File: config.mk
export PLATFORM = sky130hd
export DESIGN_NAME = escalating_watchdog
export DESIGN_NICKNAME = d
export VERILOG_FILES = /design/src/rtl/escalating_watchdog.sv
export SDC_FILE = /design/constraint.sdc
export NUM_CORES = 1
export LEC_CHECK = 0
export ABC_CLOCK_PERIOD_IN_PS = 3900
export BUFFER_PORTS_ARGS = -buffer_cell sky130_fd_sc_hd__buf_2
export CELL_PAD_IN_SITES_DETAIL_PLACEMENT = 1
export CELL_PAD_IN_SITES_GLOBAL_PLACEMENT = 1
export CORE_MARGIN = 4
export CORE_UTILIZATION = 43
export CTS_CLUSTER_DIAMETER = 50
export DETAILED_ROUTE_END_ITERATION = 8
export PLACE_DENSITY = 0.84
export RECOVER_POWER = 100
export SYNTH_ARGS = -nofsm -noshare
export SYNTH_HDL_FRONTEND = slang
export SYNTH_SLANG_ARGS = --single-unit
File: constraint.sdc
create_clock -name clk -period 3.9 [get_ports clk]
set_clock_uncertainty 0.15 [all_clocks]
set_input_delay 0.78 -clock clk [delete_from_list [all_inputs] [get_ports clk]]
set_output_delay 0.78 -clock clk [all_outputs]
set_load 0.01 [all_outputs]
File: src/rtl/escalating_watchdog.sv
module escalating_watchdog #(
  parameter int          ADDR_W = 5,
  parameter int          TMR_W  = 30,
  parameter logic [15:0] MAGIC  = 16'hC45A
) (
  input  logic              clk,
  input  logic              rst_n,
  input  logic              tick_us,
  input  logic [ADDR_W-1:0] bus_addr,
  input  logic              bus_we,
  input  logic [31:0]       bus_wdata,
  output logic [31:0]       bus_rdata,
  output logic              irq,
  output logic              rst_req
);
  localparam logic [ADDR_W-1:0] A_CFG = ADDR_W'(5'h00);
  localparam logic [ADDR_W-1:0] A_STS = ADDR_W'(5'h04);
  localparam logic [ADDR_W-1:0] A_CMD = ADDR_W'(5'h08);
  localparam logic [ADDR_W-1:0] A_KEY = ADDR_W'(5'h0C);
  localparam logic [ADDR_W-1:0] A_TMR = ADDR_W'(5'h10);

  logic [3:0]       cfg_sel;
  logic [7:0]       cfg_period;
  logic             cfg_irq_en, cfg_rst_en;
  logic             tmr_en, tmr_per;
  logic [TMR_W-1:0] tmr_reload, tmr_cnt;
  logic             running, unlocked;
  logic [7:0]       count;
  logic [1:0]       stage;

  wire wr_cfg = bus_we && bus_addr == A_CFG;
  wire wr_cmd = bus_we && bus_addr == A_CMD;
  wire wr_key = bus_we && bus_addr == A_KEY;
  wire wr_tmr = bus_we && bus_addr == A_TMR;
  wire start  = wr_cmd && bus_wdata[0];
  wire stop   = wr_cmd && bus_wdata[1] && unlocked;

  wire tmr_step = tmr_en && tick_us && tmr_reload != '0;
  wire wd_tick  = tmr_step && tmr_cnt == tmr_reload - TMR_W'(1);
  wire expire   = running && wd_tick && count <= 8'd1;

  always_ff @(posedge clk) begin
    if (!rst_n) begin
      {tmr_en, tmr_per} <= 2'b00;
      tmr_reload <= '0;
      tmr_cnt    <= '0;
    end else if (wr_tmr) begin
      tmr_en     <= bus_wdata[31];
      tmr_per    <= bus_wdata[30];
      tmr_reload <= bus_wdata[TMR_W-1:0];
      tmr_cnt    <= '0;
    end else if (tmr_step) begin
      if (wd_tick) begin
        tmr_cnt <= '0;
        if (!tmr_per) tmr_en <= 1'b0;
      end else begin
        tmr_cnt <= tmr_cnt + TMR_W'(1);
      end
    end
  end

  always_ff @(posedge clk) begin
    if (!rst_n) begin
      cfg_sel <= '0; cfg_period <= '0; cfg_irq_en <= 1'b0; cfg_rst_en <= 1'b0;
    end else if (wr_cfg) begin
      cfg_sel    <= bus_wdata[3:0];
      cfg_period <= bus_wdata[11:4];
      cfg_irq_en <= bus_wdata[12];
      cfg_rst_en <= bus_wdata[15];
    end
  end

  always_ff @(posedge clk) begin
    if (!rst_n) unlocked <= 1'b0;
    else if (wr_key) unlocked <= bus_wdata == {16'h0, MAGIC};
    else if (wr_cmd) unlocked <= 1'b0;
  end

  always_ff @(posedge clk) begin
    if (!rst_n) begin
      running <= 1'b0; count <= '0; stage <= '0; irq <= 1'b0; rst_req <= 1'b0;
    end else begin
      irq <= 1'b0;
      if (start) begin
        running <= 1'b1;
        count   <= cfg_period;
        stage   <= '0;
      end else if (stop) begin
        running <= 1'b0;
      end else if (running && wd_tick) begin
        if (expire) begin
          count <= cfg_period;
          stage <= stage + 2'd1;
          if (stage == 2'd3) rst_req <= rst_req | cfg_rst_en;
          else irq <= cfg_irq_en;
        end else begin
          count <= count - 8'd1;
        end
      end
    end
  end

  always_comb begin
    case (bus_addr)
      A_CFG:   bus_rdata = {16'h0, cfg_rst_en, 2'b00, cfg_irq_en, cfg_period, cfg_sel};
      A_STS:   bus_rdata = {18'h0, stage, count, 4'h0};
      A_TMR:   bus_rdata = {tmr_en, tmr_per, 30'(tmr_reload)};
      default: bus_rdata = '0;
    endcase
  end


  irq_one_cycle_chk: assert property (@(posedge clk) disable iff (!rst_n)
    irq |=> !irq);

  irq_stage_chk: assert property (@(posedge clk) disable iff (!rst_n)
    irq |-> stage != 2'd0);

  rst_sticky_chk: assert property (@(posedge clk) disable iff (!rst_n)
    rst_req |=> rst_req);

  freeze_chk: assert property (@(posedge clk) disable iff (!rst_n)
    (!tmr_en && !wr_cmd) |=> ($stable(count) && $stable(stage)));

  locked_stop_chk: assert property (@(posedge clk) disable iff (!rst_n)
    (running && !unlocked) |=> running);
endmodule

==> results of run 1 <==
sequential cells by signal, summed over array words and instances (netlist names):
register	flops
running	1
rst_req	1
irq	1
cfg_sel	4
cfg_period	8
tmr_per	1
tmr_en	1
tmr_reload	30
count	8
unlocked	1
cfg_irq_en	1
tmr_cnt	30
stage	2
cfg_rst_en	1
timing repair:
item	CTS	global route
setup endpoints to repair	0	7
setup buffers	0	1
resized for setup	0	1
synthesized netlist by cell type (2+ instances only):
master                       n
sky130_fd_sc_hd__ha_1        6
sky130_fd_sc_hd__a22o_1     32
sky130_fd_sc_hd__and2_1      7
sky130_fd_sc_hd__nor2_1     59
sky130_fd_sc_hd__inv_1       9
sky130_fd_sc_hd__nand2_1    74
sky130_fd_sc_hd__xor2_1     36
sky130_fd_sc_hd__a21boi_1    4
sky130_fd_sc_hd__a31oi_1     2
sky130_fd_sc_hd__and4_1      5
sky130_fd_sc_hd__mux2i_1    24
sky130_fd_sc_hd__and3_1     28
sky130_fd_sc_hd__dfxtp_1    90
sky130_fd_sc_hd__nor4b_1     4
sky130_fd_sc_hd__nand4_2     2
sky130_fd_sc_hd__nand4b_1    2
sky130_fd_sc_hd__clkbuf_1   24
sky130_fd_sc_hd__a21boi_0   19
sky130_fd_sc_hd__buf_1       3
sky130_fd_sc_hd__o31ai_1     3
sky130_fd_sc_hd__nor3b_1     5
sky130_fd_sc_hd__nor4_1     12
sky130_fd_sc_hd__o21a_1      2
sky130_fd_sc_hd__o2111ai_1   2
sky130_fd_sc_hd__buf_4       3
sky130_fd_sc_hd__or3_1       7
sky130_fd_sc_hd__nand3b_1    3
sky130_fd_sc_hd__nor2b_1     2
sky130_fd_sc_hd__o21ai_0    17
sky130_fd_sc_hd__xnor2_1    31
sky130_fd_sc_hd__a21oi_1     7
sky130_fd_sc_hd__or4_1       3
sky130_fd_sc_hd__nand2b_1    8
sky130_fd_sc_hd__mux2_2      2
sky130_fd_sc_hd__nor4bb_1    3
sky130_fd_sc_hd__nand4_1    10
sky130_fd_sc_hd__nand3_1    25
sky130_fd_sc_hd__o22ai_1     3
sky130_fd_sc_hd__nor3_1     15
sky130_fd_sc_hd__o21ai_1     6
worst paths after layout:
kind	from	to	slack, ns	depth (start not counted)
worst max-delay path	tmr_reload[0]	count[5]	0.23	12
worst min-delay path	cfg_sel[3]	cfg_sel[3]	0.32	2
worst max register to register	tmr_reload[0]	count[5]	0.23	12
worst min register to register	cfg_sel[3]	cfg_sel[3]	0.32	2
power breakdown:
part / internal (mW) / total (mW) / switching (mW) / leakage (nW)
logic: 0.0632 / 0.159 / 0.0954 / 1.52
registers: 0.923 / 0.929 / 0.00639 / 0.725
clock network: 0.659 / 1.02 / 0.364 / 0.176
total: 1.65 / 2.11 / 0.465 / 2.42
kinds of logic after synthesis:
family / count (synthesis) / synth area share [%]
compound gates: 107 / 15.25
buf+inv: 41 / 3.318
simple gates: 286 / 29.41
mux: 26 / 5.013
fa+ha+maj: 6 / 1.432
xor+xnor: 67 / 11.20
flops: 90 / 34.38
worst max-delay path, stage by stage (launching register included):
cell                      delay, ns
sky130_fd_sc_hd__dfxtp_1       0.39
sky130_fd_sc_hd__inv_1         0.12
sky130_fd_sc_hd__ha_1          0.26
sky130_fd_sc_hd__nor4b_4       0.31
sky130_fd_sc_hd__nand4_2       0.20
sky130_fd_sc_hd__mux2_2        0.32
sky130_fd_sc_hd__mux2i_1       0.22
sky130_fd_sc_hd__or4b_1        0.48
sky130_fd_sc_hd__nor4_2        0.34
sky130_fd_sc_hd__nand4_2       0.25
sky130_fd_sc_hd__nand2_4       0.21
sky130_fd_sc_hd__mux2i_1       0.23
sky130_fd_sc_hd__o21ai_1       0.07
routing by layer:
layer	up-vias	wire, um
met4	0	602
met1	2443	7626
met3	53	814
met5	-	0
met2	178	8279
li1	2368	-
layout make-up:
type	count	area (um2)	share of cell area (%)
Clock buffer	11	252.7	4.162
Clock inverter	5	100.1	1.648
Inverter	9	33.78	0.5564
Sequential cell	90	1802	29.67
Timing Repair Buffer	88	425.4	7.006
Multi-Input combinational cell	492	3274	53.93
Tap cell	147	183.9	3.029
placed cells by master (no fill, tap or decap), types with 3 or more instances in the layout:
cell type and n:
sky130_fd_sc_hd__nand4_1 10, sky130_fd_sc_hd__nor4_1 11, sky130_fd_sc_hd__inv_1 9, sky130_fd_sc_hd__nand2_1 75
sky130_fd_sc_hd__dfxtp_1 90, sky130_fd_sc_hd__a21boi_0 19, sky130_fd_sc_hd__nand3b_1 3, sky130_fd_sc_hd__clkbuf_16 9
sky130_fd_sc_hd__nor4bb_1 3, sky130_fd_sc_hd__nor2_1 59, sky130_fd_sc_hd__clkbuf_1 36, sky130_fd_sc_hd__and3_1 28
sky130_fd_sc_hd__xnor2_1 31, sky130_fd_sc_hd__o21ai_0 18, sky130_fd_sc_hd__buf_2 40, sky130_fd_sc_hd__nor3b_1 5
sky130_fd_sc_hd__o22ai_1 3, sky130_fd_sc_hd__a21oi_1 7, sky130_fd_sc_hd__o21ai_1 5, sky130_fd_sc_hd__nor3_1 15
sky130_fd_sc_hd__or4_1 3, sky130_fd_sc_hd__ha_1 6, sky130_fd_sc_hd__and4_1 4, sky130_fd_sc_hd__a22o_1 32
sky130_fd_sc_hd__a21boi_1 3, sky130_fd_sc_hd__xor2_1 36, sky130_fd_sc_hd__mux2i_1 24, sky130_fd_sc_hd__buf_4 12
sky130_fd_sc_hd__and2_1 6, sky130_fd_sc_hd__nand2b_1 8, sky130_fd_sc_hd__o31ai_1 3, sky130_fd_sc_hd__bufinv_16 3
sky130_fd_sc_hd__or3_1 7, sky130_fd_sc_hd__nor4b_1 4, sky130_fd_sc_hd__nand3_1 25
==> metrics.txt, run 1 <==
outcome complete, no violations; via count of the first global-routing pass 5,444; ys flop type sky130_fd_sc_hd__dfxtp_1; initial core utilization 43.82%; via count of the routed design 5,042; Hold/Removal Path Class reg -> reg; post-layout minimum cycle time 3.675 ns; fin worst setup slack 0.2251 ns; vias per inst 5.988; largest driver fanout on the critical path 7; overall fraction of global-route tracks in use 25.03%; setup-violating endpoint count in the final report 0; setup repair after global routing missed its margin false; die footprint 0.01402 mm2; CTS Root Cell sky130_fd_sc_hd__clkbuf_16; Congestion Overflow GR 0; Placed Instance Area 0.005776 mm2; startpoint class of the critical path flip-flop; Final GP Congestion 1.019; met3 Use GR 2.488%; number of sinks driven by the clock tree 90; deepest clock path buffer count 2; Die Y 118.4 um; H-tree level count 3; area of the mapped netlist 0.005241 mm2; initial antenna violation count 0; number of inserted diodes 0; Distinct cells, synth 64; Static Leak 2.418 nW; top area cells in the synthesized netlist sky130_fd_sc_hd__dfxtp_1 (34%), sky130_fd_sc_hd__xor2_1 (6.0%), sky130_fd_sc_hd__a22o_1 (5.3%), sky130_fd_sc_hd__nand2_1 (5.3%), sky130_fd_sc_hd__xnor2_1 (5.2%); relative slew slack 4.197%; sequential area share after synthesis 34.38%; final clock period utilization by the worst path 94.23%; DRT antenna net count 0; area growth from synthesis to layout 15.85%; final routed wirelength across all metal layers 17.32 mm; summed area of non-filler cells in the final layout 0.006072 mm2; share of the core filled with cells 50.76%; number of instances in the synthesized netlist 623; cts-stage hold buffer count 0; pin count of the biggest net entering global routing 35; post-route setup TNS 0 ns; maximum vdd ir drop 0.1876 mV; placed instance count 825; synthesized flop and latch total 90; mean routed wirelength per cell 20.57 um; remaining design rule violation count 0; setup slack at placement 0.1516 ns; clock-pin slew on the worst setup and hold paths 0.06 ns; post-synthesis net count 670; critical setup path kind reg -> reg; share of synthesized registers carrying an async set or reset 0%; met1 Usage GRT 32.55%; critical path endpoint category flip-flop; estimated wirelength of the detail-placed design 13.43 mm; fraction of met2 tracks used by global routing 41.73%; floorplan die width 118.4 um; source-to-sink clock delay at the later pin of the worst-skew pair 0.35 ns; total power per unit cell area 347.6 mW/mm2; maximum clock frequency 272.1 MHz; 1st-pass router iterations 5; clock buffer count from CTS 9; Max Transition Viols Final 0; placement row count 40; number of DRC markers in iteration 0 244; overall power after layout 2.110 mW; worst hold margin 0.3216 ns; average cell area after synthesis 8.413 um2; number of filler instances in the final layout 1,460; library cell occupying the most area in the post-synthesis netlist sky130_fd_sc_hd__dfxtp_1; input/output buffers 74; arrival time worst endpoint 3.75 ns; clock tree from TritonCTS done; required time reported for the critical path endpoint 3.97 ns; number of flops mapped to enable cells by yosys 0; most utilized layer in the global route result met2; IO Count 75; count of nets after finishing 737; max-capacitance violation count 0; proportion of netlist area held by the largest area contributor 34.38%; first-pass GRT wire length 28.64 mm; number of hold violations in the final report 0; number of warnings reported in the yosys synthesis log 0; ratio of cells with drive above 1 in the final layout 12.23%; actual transition at the worst max-transition pin 1.437 ns; number of cells in the finished layout apart from fillers 842; core region area 0.01196 mm2
Note: power is estimated with default switching activity, not from simulation.
==> inputs of run 2 (changes only) <==
Settings changed: RECOVER_POWER 100 to not set.
==> metrics.txt, run 2 (synthesis results as in run 1) <==
outcome complete, no violations (unchanged); via count of the routed design 5,077 (was 5,042); actual transition at the worst max-transition pin 0.9744 ns (was 1.437 ns); clock buffer count from CTS 9 (unchanged); most utilized layer in the global route result met2 (unchanged); cts-stage hold buffer count 0 (unchanged); critical path endpoint category flip-flop (unchanged); floorplan die width 118.4 um (unchanged); relative contribution of the clock network to total power 48.4% (about the same); number of buffers and inverters on the critical path 1 (unchanged); pin count of the biggest net entering global routing 35 (unchanged); first-pass GRT wire length 28.64 mm (unchanged); slowest library cell on the worst path sky130_fd_sc_hd__or4b_1 (unchanged); clock-pin slew on the worst setup and hold paths 0.06 ns (about the same); sequential group share of total power 44.0% (about the same); stage delay of the slowest cell on the critical path 0.49 ns (was 0.48 ns); maximum vdd ir drop 0.1882 mV (was 0.1876 mV); vias per inst 6.030 (was 5.988); initial antenna violation count 0 (unchanged); final clock period utilization by the worst path 94.53% (was 94.23%); Logic pwr share 7.6% (was 7.5%); clock tree from TritonCTS done (unchanged); post-route setup TNS 0 ns (unchanged); fraction of met2 tracks used by global routing 41.73% (unchanged); IO Count 75 (unchanged); remaining design rule violation count 0 (unchanged); area growth from synthesis to layout 17.09% (was 15.85%); Switching Share 21.98% (was 22.05%); met3 Use GR 2.488% (unchanged); post-layout minimum cycle time 3.687 ns (was 3.675 ns); 1st-pass router iterations 5 (unchanged); placement row count 40 (unchanged); CTS Root Cell sky130_fd_sc_hd__clkbuf_16 (unchanged); arrival time worst endpoint 3.76 ns (was 3.75 ns); area taken by multi-input logic gates 0.003277 mm2 (was 0.003274 mm2); required time reported for the critical path endpoint 3.97 ns (about the same); overall fraction of global-route tracks in use 25.03% (unchanged); H-tree level count 3 (unchanged); deepest clock path buffer count 2 (unchanged); number of sinks driven by the clock tree 90 (unchanged); number of hold violations in the final report 0 (unchanged); net switching component of the power 0.4640 mW (was 0.4653 mW); source-to-sink clock delay at the later pin of the worst-skew pair 0.35 ns (about the same); initial core utilization 43.82% (unchanged); Final GP Congestion 1.019 (unchanged); cells along the critical path inv_1 > ha_1 > nor4b_4 > nand4_2 > mux2_2 > mux2i_1 > or4b_1 > nor4_2 > nand4_2 > nand2_4 > mux2i_1 > o21ai_1 (unchanged); startpoint class of the critical path flip-flop (unchanged); maximum clock frequency 271.2 MHz (was 272.1 MHz); ratio of cells with drive above 1 in the final layout 17.55% (was 12.23%); placed instance count 825 (unchanged); die footprint 0.01402 mm2 (unchanged); Die Y 118.4 um (unchanged); max-capacitance violation count 0 (unchanged); critical setup path kind reg -> reg (unchanged); setup-violating endpoint count in the final report 0 (unchanged); worst hold margin 0.3219 ns (was 0.3216 ns); via count of the first global-routing pass 5,444 (unchanged); number of cells in the finished layout apart from fillers 842 (unchanged); top library cells by usage in the layout, fill and taps aside sky130_fd_sc_hd__dfxtp_1 (90), sky130_fd_sc_hd__nand2_1 (74), sky130_fd_sc_hd__buf_2 (74), sky130_fd_sc_hd__nor2_1 (59), sky130_fd_sc_hd__xor2_1 (36) (was sky130_fd_sc_hd__dfxtp_1 (90), sky130_fd_sc_hd__nand2_1 (75), sky130_fd_sc_hd__nor2_1 (59), sky130_fd_sc_hd__buf_2 (40)); internal power 1.647 mW (was 1.645 mW); family of cells with the greatest summed delay on the critical path simple AND/OR/NAND/NOR gates (unchanged); summed area of non-filler cells in the final layout 0.006137 mm2 (was 0.006072 mm2); Congestion Overflow GR 0 (unchanged); Max Transition Viols Final 0 (unchanged); final routed wirelength across all metal layers 17.29 mm (was 17.32 mm); total power per unit cell area 344.0 mW/mm2 (was 347.6 mW/mm2); leading cell type in the layout, fill and taps excluded sky130_fd_sc_hd__dfxtp_1 (unchanged); largest driver fanout on the critical path 7 (unchanged); number of filler instances in the final layout 1,436 (was 1,460); register area 0.001802 mm2 (unchanged); number of DRC markers in iteration 0 283 (was 244); met1 Usage GRT 32.55% (unchanged); Placed Instance Area 0.005776 mm2 (unchanged); DRT antenna net count 0 (unchanged); biggest registers after layout tmr_cnt x30, tmr_reload x30 (unchanged); core region area 0.01196 mm2 (unchanged); mean routed wirelength per cell 20.53 um (was 20.57 um); setup repair after global routing missed its margin false (unchanged); Static Leak 2.581 nW (was 2.418 nW); relative slew slack 34.12% (was 4.197%); estimated wirelength of the detail-placed design 13.43 mm (unchanged); input/output buffers 74 (unchanged); count of nets after finishing 737 (unchanged); number of inserted diodes 0 (unchanged); Hold/Removal Path Class reg -> reg (unchanged)
-- run 2: routing by layer --
layer	wire, um	part of all wire [%]
met5	0	0
met4	571	3.3
met3	830	4.8
met2	8280	48
met1	7606	44
-- run 2: what timing repair did --
item	4_1_cts	5_1_grt
buffers inserted	0	1
setup endpoints to repair	0	7
resized for setup	0	1
-- run 2: final timing paths --
path,to,startpoint,slack (ns),cells past startpoint
min,cfg_sel[3],cfg_sel[3],0.32,2
min reg2reg,cfg_sel[3],cfg_sel[3],0.32,2
max,count[5],tmr_reload[0],0.21,12
max reg2reg,count[5],tmr_reload[0],0.21,12
-- run 2: cell type report --
type | count | share of cell area [%]
Multi-Input combinational cell | 492 | 53.39
Sequential cell | 90 | 29.36
Tap cell | 147 | 2.997
Inverter | 9 | 0.5505
Clock inverter | 5 | 1.631
Clock buffer | 11 | 4.118
Timing Repair Buffer | 88 | 7.951
-- run 2: per-stage QoR --
step / worst slack, ns / power, mW / util (%)
floorplan: 0.7927 / 1.039 / -
global placement: 0.2595 / 1.102 / 48.28
detailed placement: 0.1516 / 1.108 / 48.28
CTS: 0.1498 / 2.124 / 51.23
global route: 0.006565 / 2.175 / 51.31
finish: 0.2133 / 2.111 / 51.31
-- run 2: worst reg2reg max path: stages, from the launching register on --
cell and delay (ns):
sky130_fd_sc_hd__dfxtp_1 0.39, sky130_fd_sc_hd__inv_1 0.12, sky130_fd_sc_hd__ha_1 0.27, sky130_fd_sc_hd__nor4b_4 0.30, sky130_fd_sc_hd__nand4_2 0.20, sky130_fd_sc_hd__mux2_2 0.32, sky130_fd_sc_hd__mux2i_1 0.24, sky130_fd_sc_hd__or4b_1 0.49
sky130_fd_sc_hd__nor4_2 0.34, sky130_fd_sc_hd__nand4_2 0.25, sky130_fd_sc_hd__nand2_4 0.21, sky130_fd_sc_hd__mux2i_1 0.23, sky130_fd_sc_hd__o21ai_1 0.07
-- run 2: power by group through the flow --
stage | combinational (mW) | clock (mW) | sequential, mW
6_report | 0.161 | 1.02 | 0.929
5_1_grt | 0.174 | 1.07 | 0.929
3_5_place_dp | 0.158 | 0 | 0.950
3_3_place_gp | 0.152 | 0 | 0.950
4_1_cts | 0.159 | 1.04 | 0.929
2_1_floorplan | 0.0923 | 0 | 0.947
==> inputs of run 3 (changes only) <==
Settings changed: CORE_UTILIZATION 43 to 45, CTS_BUF_LIST set to sky130_fd_sc_hd__clkbuf_4, PLACE_DENSITY 0.84 to 0.87.
==> metrics.txt, run 3 (synthesis results as in run 1) <==
outcome complete, no violations (unchanged); largest driver fanout on the critical path 7 (unchanged); mean routed wirelength per cell 20.18 um (was 20.53 um); critical setup path kind reg -> reg (unchanged); setup slack at placement 0.1055 ns (was 0.1516 ns); core region area 0.01142 mm2 (was 0.01196 mm2); net switching component of the power 0.4284 mW (was 0.4640 mW); clock buffer count from CTS 9 (unchanged); vias per inst 5.983 (was 6.030); placement row count 39 (was 40); most utilized layer in the global route result met2 (unchanged); source-to-sink clock delay at the later pin of the worst-skew pair 0.47 ns (was 0.35 ns); 1st-pass router iterations 7 (was 5); via count of the routed design 5,026 (was 5,077); pin count of the biggest net entering global routing 35 (unchanged); IO Count 75 (unchanged); cells along the critical path inv_1 > ha_2 > nor4b_4 > nand4_2 > mux2_2 > mux2i_1 > or4b_1 > nor4_2 > nand4_2 > nand2_4 > mux2i_1 > o21ai_1 (was inv_1 > ha_1 > nor4b_4 > nand4_2 > mux2_2 > mux2i_1 > or4b_1 > nor4_2 > nand4_2 > nand2_4 > mux2i_1 > o21ai_1); input/output buffers 74 (unchanged); Die Y 115.9 um (was 118.4 um); internal power 1.184 mW (was 1.647 mW); CTS Root Cell sky130_fd_sc_hd__clkbuf_4 (was sky130_fd_sc_hd__clkbuf_16); Placed Instance Area 0.005786 mm2 (was 0.005776 mm2); met3 Use GR 4.282% (was 2.488%); clock-pin slew on the worst setup and hold paths 0.15 ns (was 0.06 ns); number of hold violations in the final report 0 (unchanged); floorplan die width 115.9 um (was 118.4 um); area taken by multi-input logic gates 0.003284 mm2 (was 0.003277 mm2); clock tree from TritonCTS done (unchanged); number of sinks driven by the clock tree 90 (unchanged); deepest clock path buffer count 2 (unchanged); via count of the first global-routing pass 5,322 (was 5,444); estimated wirelength of the detail-placed design 13.21 mm (was 13.43 mm); final routed wirelength across all metal layers 16.95 mm (was 17.29 mm); placed instance count 823 (was 825); ratio of cells with drive above 1 in the final layout 17.65% (was 17.55%); biggest registers after layout tmr_cnt x30, tmr_reload x30 (unchanged); met1 Usage GRT 33.60% (was 32.55%); remaining design rule violation count 0 (unchanged); DRT antenna net count 0 (unchanged); initial antenna violation count 0 (unchanged); sequential group share of total power 57.7% (was 44.0%); leading cell type in the layout, fill and taps excluded sky130_fd_sc_hd__dfxtp_1 (unchanged); max-capacitance violation count 0 (unchanged); number of DRC markers in iteration 0 268 (was 283); Final GP Congestion 1.034 (was 1.019); fin worst setup slack 0.1918 ns (was 0.2133 ns); stage delay of the slowest cell on the critical path 0.49 ns (about the same); Hold/Removal Path Class reg -> reg (unchanged); Logic pwr share 9.9% (was 7.6%); slowest library cell on the worst path sky130_fd_sc_hd__or4b_1 (unchanged); required time reported for the critical path endpoint 4.10 ns (was 3.97 ns); maximum clock frequency 269.7 MHz (was 271.2 MHz); actual transition at the worst max-transition pin 1.003 ns (was 0.9744 ns); maximum vdd ir drop 0.2322 mV (was 0.1882 mV); setup-violating endpoint count in the final report 0 (unchanged); fraction of met2 tracks used by global routing 43.15% (was 41.73%); overall power after layout 1.612 mW (was 2.111 mW); register area 0.001802 mm2 (unchanged); worst hold margin 0.3362 ns (was 0.3219 ns); top library cells by usage in the layout, fill and taps aside sky130_fd_sc_hd__dfxtp_1 (90), sky130_fd_sc_hd__nand2_1 (74), sky130_fd_sc_hd__buf_2 (74), sky130_fd_sc_hd__nor2_1 (59), sky130_fd_sc_hd__xor2_1 (36) (unchanged); startpoint class of the critical path flip-flop (unchanged); Static Leak 2.493 nW (was 2.581 nW); first-pass GRT wire length 27.58 mm (was 28.64 mm); number of inserted diodes 0 (unchanged); arrival time worst endpoint 3.91 ns (was 3.76 ns); relative slew slack 32.19% (was 34.12%); H-tree level count 3 (unchanged); Max Transition Viols Final 0 (unchanged); Congestion Overflow GR 0 (unchanged); count of nets after finishing 739 (was 737); number of cells in the finished layout apart from fillers 840 (was 842); number of filler instances in the final layout 1,435 (was 1,436); critical path endpoint category flip-flop (unchanged); die footprint 0.01344 mm2 (was 0.01402 mm2); total power per unit cell area 271.5 mW/mm2 (was 344.0 mW/mm2); overall fraction of global-route tracks in use 26.26% (was 25.03%); Switching Share 26.57% (was 21.98%); post-layout minimum cycle time 3.708 ns (was 3.687 ns); final clock period utilization by the worst path 95.08% (was 94.53%); initial core utilization 45.90% (was 43.82%); area growth from synthesis to layout 13.30% (was 17.09%); relative contribution of the clock network to total power 32.4% (was 48.4%); summed area of non-filler cells in the final layout 0.005938 mm2 (was 0.006137 mm2)
-- run 3: critical path, delay by kind of cell, from the launching register on --
kind            cells  cell delay, ns
fa+ha+maj           1            0.25
simple gates        6            1.79
mux                 3            0.76
flops               1            0.42
buf+inv             1            0.12
compound gates      1            0.11
-- run 3: area by class of cell --
class / count / share of cell area (%)
multi-input combinational: 492 / 55.31
timing repair buffer: 90 / 8.470
clock buffer: 9 / 1.138
inverter: 9 / 0.5689
clock inverter: 7 / 1.159
sequential: 90 / 30.34
tap: 143 / 3.013
-- run 3: metrics by stage --
step / setup TNS (ns) / util, %
floorplan: 0 / -
detailed placement: 0 / 50.67
global route: -0.01083 / 52.01
global placement: 0 / 50.67
CTS: 0 / 51.86
finish: 0 / 52.01
-- run 3: power by group through the flow --
stage	clock (mW)	sequential, mW	combinational (mW)
final	0.523	0.930	0.160
after global routing	0.581	0.931	0.173
after CTS	0.530	0.930	0.158
after detailed placement	0	0.950	0.157
after global placement	0	0.949	0.152
after floorplan	0	0.947	0.0923
-- run 3: final timing paths --
kind,to,cells after the start,slack (ns),from
max,count[3],12,0.19,tmr_reload[0]
min reg2reg,cfg_sel[1],2,0.34,cfg_sel[1]
max reg2reg,count[3],12,0.19,tmr_reload[0]
min,cfg_sel[1],2,0.34,cfg_sel[1]
-- run 3: layer usage --
layer / vias up / wire length [um]
met3: 49 / 1056
li1: 2356 / -
met2: 194 / 7963
met5: - / 0
met1: 2427 / 7297
met4: 0 / 630
-- run 3: timing repair --
action | CTS | global route
buffers inserted | 0 | 1
setup endpoints to repair | 0 | 7
hold buffers | 0 | 0
resized for setup | 0 | 2
